--- src/rtl/pdpwm_pkg.sv ---
package pdpwm_pkg;

    localparam int AMP_W      = 10;
    localparam int QTR_LOG2   = 4;
    localparam int SYM_STEPS  = 5;
    localparam int ASYM_STEPS = 9;
    localparam int MAG_W      = 4;
    localparam int TAP_W      = 8;
    localparam int HB_W       = 4;

    localparam int STACK_NONE = 5;
    localparam int UNIT_IN    = 6;
    localparam int UNIT_BYP   = 7;

    localparam logic [HB_W-1:0] HB_POS = 4'b1001;
    localparam logic [HB_W-1:0] HB_NEG = 4'b0110;

    typedef enum logic [2:0] {
        ST_LOAD,
        ST_POS_RISE,
        ST_POS_FALL,
        ST_NEG_RISE,
        ST_NEG_FALL
    } phase_e;

    function automatic logic [AMP_W-1:0] quarter_sine(input logic [QTR_LOG2:0] idx);
        logic [AMP_W-1:0] v;
        case (idx)
            5'd0:    v = 10'd0;
            5'd1:    v = 10'd100;
            5'd2:    v = 10'd200;
            5'd3:    v = 10'd297;
            5'd4:    v = 10'd391;
            5'd5:    v = 10'd482;
            5'd6:    v = 10'd568;
            5'd7:    v = 10'd649;
            5'd8:    v = 10'd723;
            5'd9:    v = 10'd791;
            5'd10:   v = 10'd851;
            5'd11:   v = 10'd902;
            5'd12:   v = 10'd945;
            5'd13:   v = 10'd979;
            5'd14:   v = 10'd1003;
            5'd15:   v = 10'd1018;
            default: v = 10'd1023;
        endcase
        return v;
    endfunction

endpackage

--- src/rtl/pdpwm_seq.sv ---
module pdpwm_seq
    import pdpwm_pkg::*;
#(
    parameter int TRI_LOG2   = 6,
    parameter int SAMPLE_DIV = 80
) (
    input  logic                clk_i,
    input  logic                rst_ni,
    input  logic                mode_i,
    output logic [AMP_W-1:0]    carrier_o,
    output logic [QTR_LOG2:0]   lut_idx_o,
    output logic                neg_o,
    output logic                run_o,
    output logic                mode_o
);

    localparam int DIV_W = $clog2(SAMPLE_DIV);
    localparam int SHIFT = AMP_W - TRI_LOG2;

    phase_e                 phase_q, phase_d;
    logic [TRI_LOG2:0]      tri_q;
    logic [DIV_W-1:0]       div_q;
    logic [QTR_LOG2-1:0]    pos_q;
    logic                   mode_q;
    logic                   sample_end, quarter_end, falling;
    logic [TRI_LOG2-1:0]    slope;

    assign sample_end  = (div_q == DIV_W'(SAMPLE_DIV - 1));
    assign quarter_end = sample_end && (pos_q == '1);

    // next state
    always_comb begin
        phase_d = phase_q;
        unique case (phase_q)
            ST_LOAD:     phase_d = ST_POS_RISE;
            ST_POS_RISE: if (quarter_end) phase_d = ST_POS_FALL;
            ST_POS_FALL: if (quarter_end) phase_d = ST_NEG_RISE;
            ST_NEG_RISE: if (quarter_end) phase_d = ST_NEG_FALL;
            ST_NEG_FALL: if (quarter_end) phase_d = ST_POS_RISE;
        endcase
    end

    // state register
    always_ff @(posedge clk_i) begin
        if (!rst_ni) phase_q <= ST_LOAD;
        else         phase_q <= phase_d;
    end

    // counters and mode latch
    always_ff @(posedge clk_i) begin
        if (!rst_ni) begin
            tri_q  <= '0;
            div_q  <= '0;
            pos_q  <= '0;
            mode_q <= 1'b0;
        end else if (phase_q == ST_LOAD) begin
            mode_q <= mode_i;
        end else begin
            tri_q <= tri_q + 1'b1;
            if (sample_end) begin
                div_q <= '0;
                pos_q <= pos_q + 1'b1;
            end else begin
                div_q <= div_q + 1'b1;
            end
            if (phase_q == ST_NEG_FALL && quarter_end) mode_q <= mode_i;
        end
    end

    // outputs
    always_comb begin
        run_o   = (phase_q != ST_LOAD);
        neg_o   = (phase_q == ST_NEG_RISE) || (phase_q == ST_NEG_FALL);
        falling = (phase_q == ST_POS_FALL) || (phase_q == ST_NEG_FALL);
        lut_idx_o = falling ? ((QTR_LOG2+1)'(1 << QTR_LOG2) - {1'b0, pos_q})
                            : {1'b0, pos_q};
        slope     = tri_q[TRI_LOG2] ? ~tri_q[TRI_LOG2-1:0] : tri_q[TRI_LOG2-1:0];
        carrier_o = AMP_W'(slope) << SHIFT;
        mode_o    = mode_q;
    end

endmodule

--- src/rtl/pdpwm_level.sv ---
module pdpwm_level
    import pdpwm_pkg::*;
(
    input  logic [AMP_W-1:0]   carrier_i,
    input  logic [QTR_LOG2:0]  lut_idx_i,
    input  logic               mode_i,
    input  logic               run_i,
    output logic [MAG_W-1:0]   mag_o
);

    localparam int SCL_W = AMP_W + MAG_W;

    logic [AMP_W-1:0]      ref_mag;
    logic [MAG_W-1:0]      steps;
    logic [SCL_W-1:0]      scaled;
    logic [ASYM_STEPS-1:0] hits;

    assign ref_mag = quarter_sine(lut_idx_i);
    assign steps   = mode_i ? MAG_W'(ASYM_STEPS) : MAG_W'(SYM_STEPS);
    assign scaled  = SCL_W'(ref_mag) * SCL_W'(steps);

    // phase-disposition carrier stack: band k spans k*2^AMP_W upward
    for (genvar k = 0; k < ASYM_STEPS; k++) begin : g_band
        assign hits[k] = run_i && (MAG_W'(k) < steps) &&
                         (scaled > ((SCL_W'(k) << AMP_W) + SCL_W'(carrier_i)));
    end

    assign mag_o = MAG_W'($countones(hits));

endmodule

--- src/rtl/pdpwm_gatemap.sv ---
module pdpwm_gatemap
    import pdpwm_pkg::*;
(
    input  logic [MAG_W-1:0]  mag_i,
    input  logic              mode_i,
    input  logic              neg_i,
    input  logic              run_i,
    output logic [TAP_W-1:0]  tap_o,
    output logic [HB_W-1:0]   hb_o
);

    logic [MAG_W-1:0] pairs;

    assign pairs = mag_i >> 1;

    always_comb begin
        tap_o = '0;
        hb_o  = run_i ? (neg_i ? HB_NEG : HB_POS) : '0;
        if (run_i && mag_i != '0) begin
            if (!mode_i) begin
                for (int i = 0; i < SYM_STEPS; i++)
                    if (mag_i == MAG_W'(i + 1)) tap_o[i] = 1'b1;
            end else begin
                if (mag_i[0]) tap_o[UNIT_IN]  = 1'b1;
                else          tap_o[UNIT_BYP] = 1'b1;
                if (pairs == '0) tap_o[STACK_NONE] = 1'b1;
                for (int i = 0; i < 4; i++)
                    if (pairs == MAG_W'(i + 1)) tap_o[i] = 1'b1;
            end
        end
    end

endmodule

--- src/rtl/pdpwm_stack_gen.sv ---
module pdpwm_stack_gen
    import pdpwm_pkg::*;
#(
    parameter int TRI_LOG2   = 6,
    parameter int SAMPLE_DIV = 80
) (
    input  logic                    clk_i,
    input  logic                    rst_ni,
    input  logic                    mode_i,
    output logic [TAP_W-1:0]        tap_o,
    output logic [HB_W-1:0]         hb_o,
    output logic signed [MAG_W:0]   level_o,
    output logic                    ilk_o
);

    logic [AMP_W-1:0]      carrier;
    logic [QTR_LOG2:0]     lut_idx;
    logic                  neg, run, mode_act;
    logic [MAG_W-1:0]      mag;
    logic [TAP_W-1:0]      tap_d;
    logic [HB_W-1:0]       hb_d;
    logic signed [MAG_W:0] lvl_abs, lvl_d;
    logic                  viol;

    pdpwm_seq #(.TRI_LOG2(TRI_LOG2), .SAMPLE_DIV(SAMPLE_DIV)) i_seq (
        .clk_i     (clk_i),
        .rst_ni    (rst_ni),
        .mode_i    (mode_i),
        .carrier_o (carrier),
        .lut_idx_o (lut_idx),
        .neg_o     (neg),
        .run_o     (run),
        .mode_o    (mode_act)
    );

    pdpwm_level i_level (
        .carrier_i (carrier),
        .lut_idx_i (lut_idx),
        .mode_i    (mode_act),
        .run_i     (run),
        .mag_o     (mag)
    );

    pdpwm_gatemap i_map (
        .mag_i  (mag),
        .mode_i (mode_act),
        .neg_i  (neg),
        .run_i  (run),
        .tap_o  (tap_d),
        .hb_o   (hb_d)
    );

    assign lvl_abs = $signed({1'b0, mag});
    assign lvl_d   = neg ? -lvl_abs : lvl_abs;
    assign viol    = ($countones(tap_d[3:0]) > 1) ||
                     ($countones(tap_d[5:3]) > 1) ||
                     (tap_d[UNIT_IN] && tap_d[UNIT_BYP]);

    always_ff @(posedge clk_i) begin
        if (!rst_ni) begin
            tap_o   <= '0;
            hb_o    <= '0;
            level_o <= '0;
            ilk_o   <= 1'b0;
        end else if (viol) begin
            tap_o   <= '0;
            hb_o    <= '0;
            level_o <= '0;
            ilk_o   <= 1'b1;
        end else begin
            tap_o   <= tap_d;
            hb_o    <= hb_d;
            level_o <= lvl_d;
            ilk_o   <= 1'b0;
        end
    end

endmodule

--- config.mk ---
export PLATFORM = sky130hd
export DESIGN_NAME = pdpwm_stack_gen
export DESIGN_NICKNAME = d
export VERILOG_FILES = /design/src/rtl/pdpwm_pkg.sv /design/src/rtl/pdpwm_seq.sv /design/src/rtl/pdpwm_level.sv /design/src/rtl/pdpwm_gatemap.sv /design/src/rtl/pdpwm_stack_gen.sv
export SDC_FILE = /design/constraint.sdc
export NUM_CORES = 1
export LEC_CHECK = 0
export BUFFER_PORTS_ARGS = -buffer_cell sky130_fd_sc_hd__buf_2
export CELL_PAD_IN_SITES_DETAIL_PLACEMENT = 0
export CELL_PAD_IN_SITES_GLOBAL_PLACEMENT = 1
export CORE_ASPECT_RATIO = 2
export CORE_MARGIN = 4
export CORE_UTILIZATION = 45
export CTS_BUF_LIST = sky130_fd_sc_hd__clkbuf_8
export CTS_CLUSTER_SIZE = 16
export DETAILED_ROUTE_END_ITERATION = 7
export HOLD_SLACK_MARGIN = 0.15
export PLACE_DENSITY_LB_ADDON = 0.1
export SLEW_MARGIN = 20
export SYNTH_ARGS = -nofsm -noshare
export SYNTH_HDL_FRONTEND = slang
export SYNTH_HIERARCHICAL = 1
export SYNTH_SLANG_ARGS = --single-unit
--- constraint.sdc ---
create_clock -name clk_i -period 29.5 [get_ports clk_i]
set_clock_uncertainty 0.05 [all_clocks]
set_input_delay 2.95 -clock clk_i [delete_from_list [all_inputs] [get_ports clk_i]]
set_output_delay 2.95 -clock clk_i [all_outputs]
set_load 0.005 [all_outputs]
==> metrics.txt <==
status=completed; total grt overflow=0; worst hold path depth=2; mean post-synth cell area=8.203 sq um; Initial Utilization=a little under half; DRC=0; placed cells=548; Largest stage delay, worst path=850 ps; initial antenna violation count=0; Sink Count=40; final number of hold-violating endpoints=0; actual slew at the worst max-slew pin=between 1000 and 1500 ps; RSZ-0062 raised after global routing=false; die extent in x=slightly above 70 um; final setup TNS=0 ps; Row Count=46; Synth Register Bits=40; min-delay worst type=register to register; post-synthesis cell count=457; Synth Cell Area=3749 sq um; pwr/cell area=26.28 nW/um^2; post-route ant nets=0; CTS tree=built; Pleak=1.822 nW; 1st-iter DRT viols=about 120; Antenna Cells=0; M1 GR Usage=about 17%; total I/O pin count=21; CP bufs+invs=5; Area Growth Syn to Fin=4.239%; clk_lat worst skew=300 ps; setup bufs post-CTS=0; critical path class=register to register; core area=8000 sq um; I/O Buffers=20; first-pass GRT wire length=13940 um; GR peak layer=met2; Ys Warns=6; vias=3110; # fillers=830; TritonRoute pass-1 iters=4; crit-path max FO=17; final setup vio count=0; share of flip-flops with an asynchronous set or reset=0%; Critical-path top delay cell=xor2_1; Worst setup SP type=register; Total Routed Length=about 8500 um; maximum clock rate=between 0.09 and 0.1 GHz; htree depth=2; CP dominant cell by count=fa_1; prevailing post-synth register cell=dfxtp_1; WP depth=37; clock transition at the registers of the reported paths=80 ps; largest net degree at the start of global routing=24; wire length per cell=15.25 um; All-Layer GR Usage=between 10% and 20%; EDFF count, synth=0; minimum clock period=11040 ps; cell family with most CP delay=adder cells; Unique masters post-synth=75; CTS max path bufs=2; Critical Path RT=between 20000 and 30000 ps; CP arrival=~11000 ps; R2R cell count=37; Power Total=102.7 uW; Clock Tree Root=clkbuf_8; slew margin rel.=just under 30%; vias in the first global route=3037; met3 Use GR=1.397%; post-CTS sizing=0; gpl congestion=roughly 0.89; Final nets=509; routed vias/inst=5.594; met2 usage=35.81%; Post-DP HPWL=just under 7000 um; die height=137.1 um; full die area=around 10000 sq um; number of max-cap violations=0; fin. max-slew vios=0; Final Non-Filler Cells=about 560; layout cells sized above 1=12.39%; Peak VDD IR=0.01404 mV; Final period util=between 30 and 40%; cts hold-fix bufs=0; Seq/Total Area, Yosys=21.36%; CTS Buf Count=5; crit end category=register
## power by group
part,switching (mW),internal (mW)
Sequential,0.000994,0.0549
Combinational,0.00559,0.00337
Clock,0.0192,0.0187
## Yosys cell counts, drive strengths merged, types with 4 or more instances
master,instances,area (sq um)
fa,7,140.1
nor4,9,56.30
a21o,5,38.79
nand2b,8,50.05
a211oi,9,67.56
o21a,5,38.79
a31oi,4,40.04
and2,18,122.6
o31ai,11,92.58
dfxtp,40,800.8
ha,40,500.5
nand2,33,123.9
xnor2,10,87.58
buf,18,136.4
and3,4,31.28
nor2,24,90.09
xor2,11,96.34
nor3,9,50.05
o21ai,17,96.35
nor2b,8,50.05
or3,6,37.54
clkbuf,12,45.04
inv,46,172.7
mux2i,18,180.2
a21oi,30,157.7
nand3,7,35.03
## state kept, by name (all words and copies together) (netlist names)
name	count
i_seq/tri_q	7
ilk_o	1
hb_o	4
i_seq/div_q	7
tap_o	8
i_seq/pos_q	4
level_o	5
i_seq/phase_q	3
i_seq/mode_o	1
## logic make-up after synthesis
| group | after synthesis | share of synthesized area, % |
|---|---|---|
| AO/OA/AOI/OAI | 102 | 19.36 |
| multiplexers | 19 | 5.107 |
| buffers and inverters | 77 | 9.546 |
| flip-flops | 40 | 21.36 |
| other | 1 | 0.1000 |
| AND/OR/NAND/NOR | 150 | 22.53 |
| adder cells (fa/ha/maj) | 47 | 17.09 |
| XOR/XNOR | 21 | 4.906 |
## area by class of cell
class	count	area (sq um)	share of cell area, %
clock buffers	6	82.58	2.113
repair buffers	22	115.1	2.946
multi-input cells	343	2601	66.57
well taps	96	120.1	3.074
clock inverters	2	11.26	0.2882
flip-flops and latches	40	800.8	20.49
inverters	47	176.4	4.515
## cell usage in the layout, fill, tap and decap left out, types with 7 or more instances in the layout
master,n
a211oi_1,9
a21oi_1,28
and2_1,10
and2_2,8
buf_2,20
dfxtp_1,40
fa_1,7
ha_1,40
inv_1,45
mux2i_1,18
nand2_1,33
nand2b_1,8
nand3_1,7
nor2_1,24
nor2b_1,8
nor3_1,8
nor4_1,9
o21ai_0,14
o31ai_1,9
xnor2_1,10
xor2_1,11
## per-stage QoR
step	hold slack, ps	worst slack [ps]	util (%)	instance area [sq um]
after floorplan	399.0	19910	-	3760
after detailed placement	422.1	18510	47.67	3814
after global routing	451.8	17490	48.84	3908
after global placement	415.9	18780	47.67	3814
final	430.6	18460	48.84	3908
after CTS	433.6	18460	48.84	3908
## tightest hold or removal path: cells and delay by family (launching register included)
family / cells / cell delay [ps]
AND/OR/NAND/NOR: 1 / 60
flip-flops: 1 / 330
AO/OA/AOI/OAI: 1 / 50
## worst paths after layout
path	start	to	slack (ps)
worst min-delay path	i_seq/div_q[1]$_SDFFE_PN0N_	i_seq/div_q[1]$_SDFFE_PN0N_	430
worst max register to register	i_seq/pos_q[0]$_SDFFE_PN0P_	level_o[4]$_SDFF_PP0_	18460
worst max-delay path	i_seq/pos_q[0]$_SDFFE_PN0P_	level_o[4]$_SDFF_PP0_	18460
worst min register to register	i_seq/div_q[1]$_SDFFE_PN0N_	i_seq/div_q[1]$_SDFFE_PN0N_	430
## metal layers
| metal | vias up | wire length (um) |
|---|---|---|
| li1 | 1594 | - |
| met1 | 1449 | 3144 |
| met2 | 51 | 4831 |
| met3 | 16 | 199 |
| met4 | 0 | 303 |
| met5 | - | 0 |
Note: power is estimated with default switching activity, not from simulation.
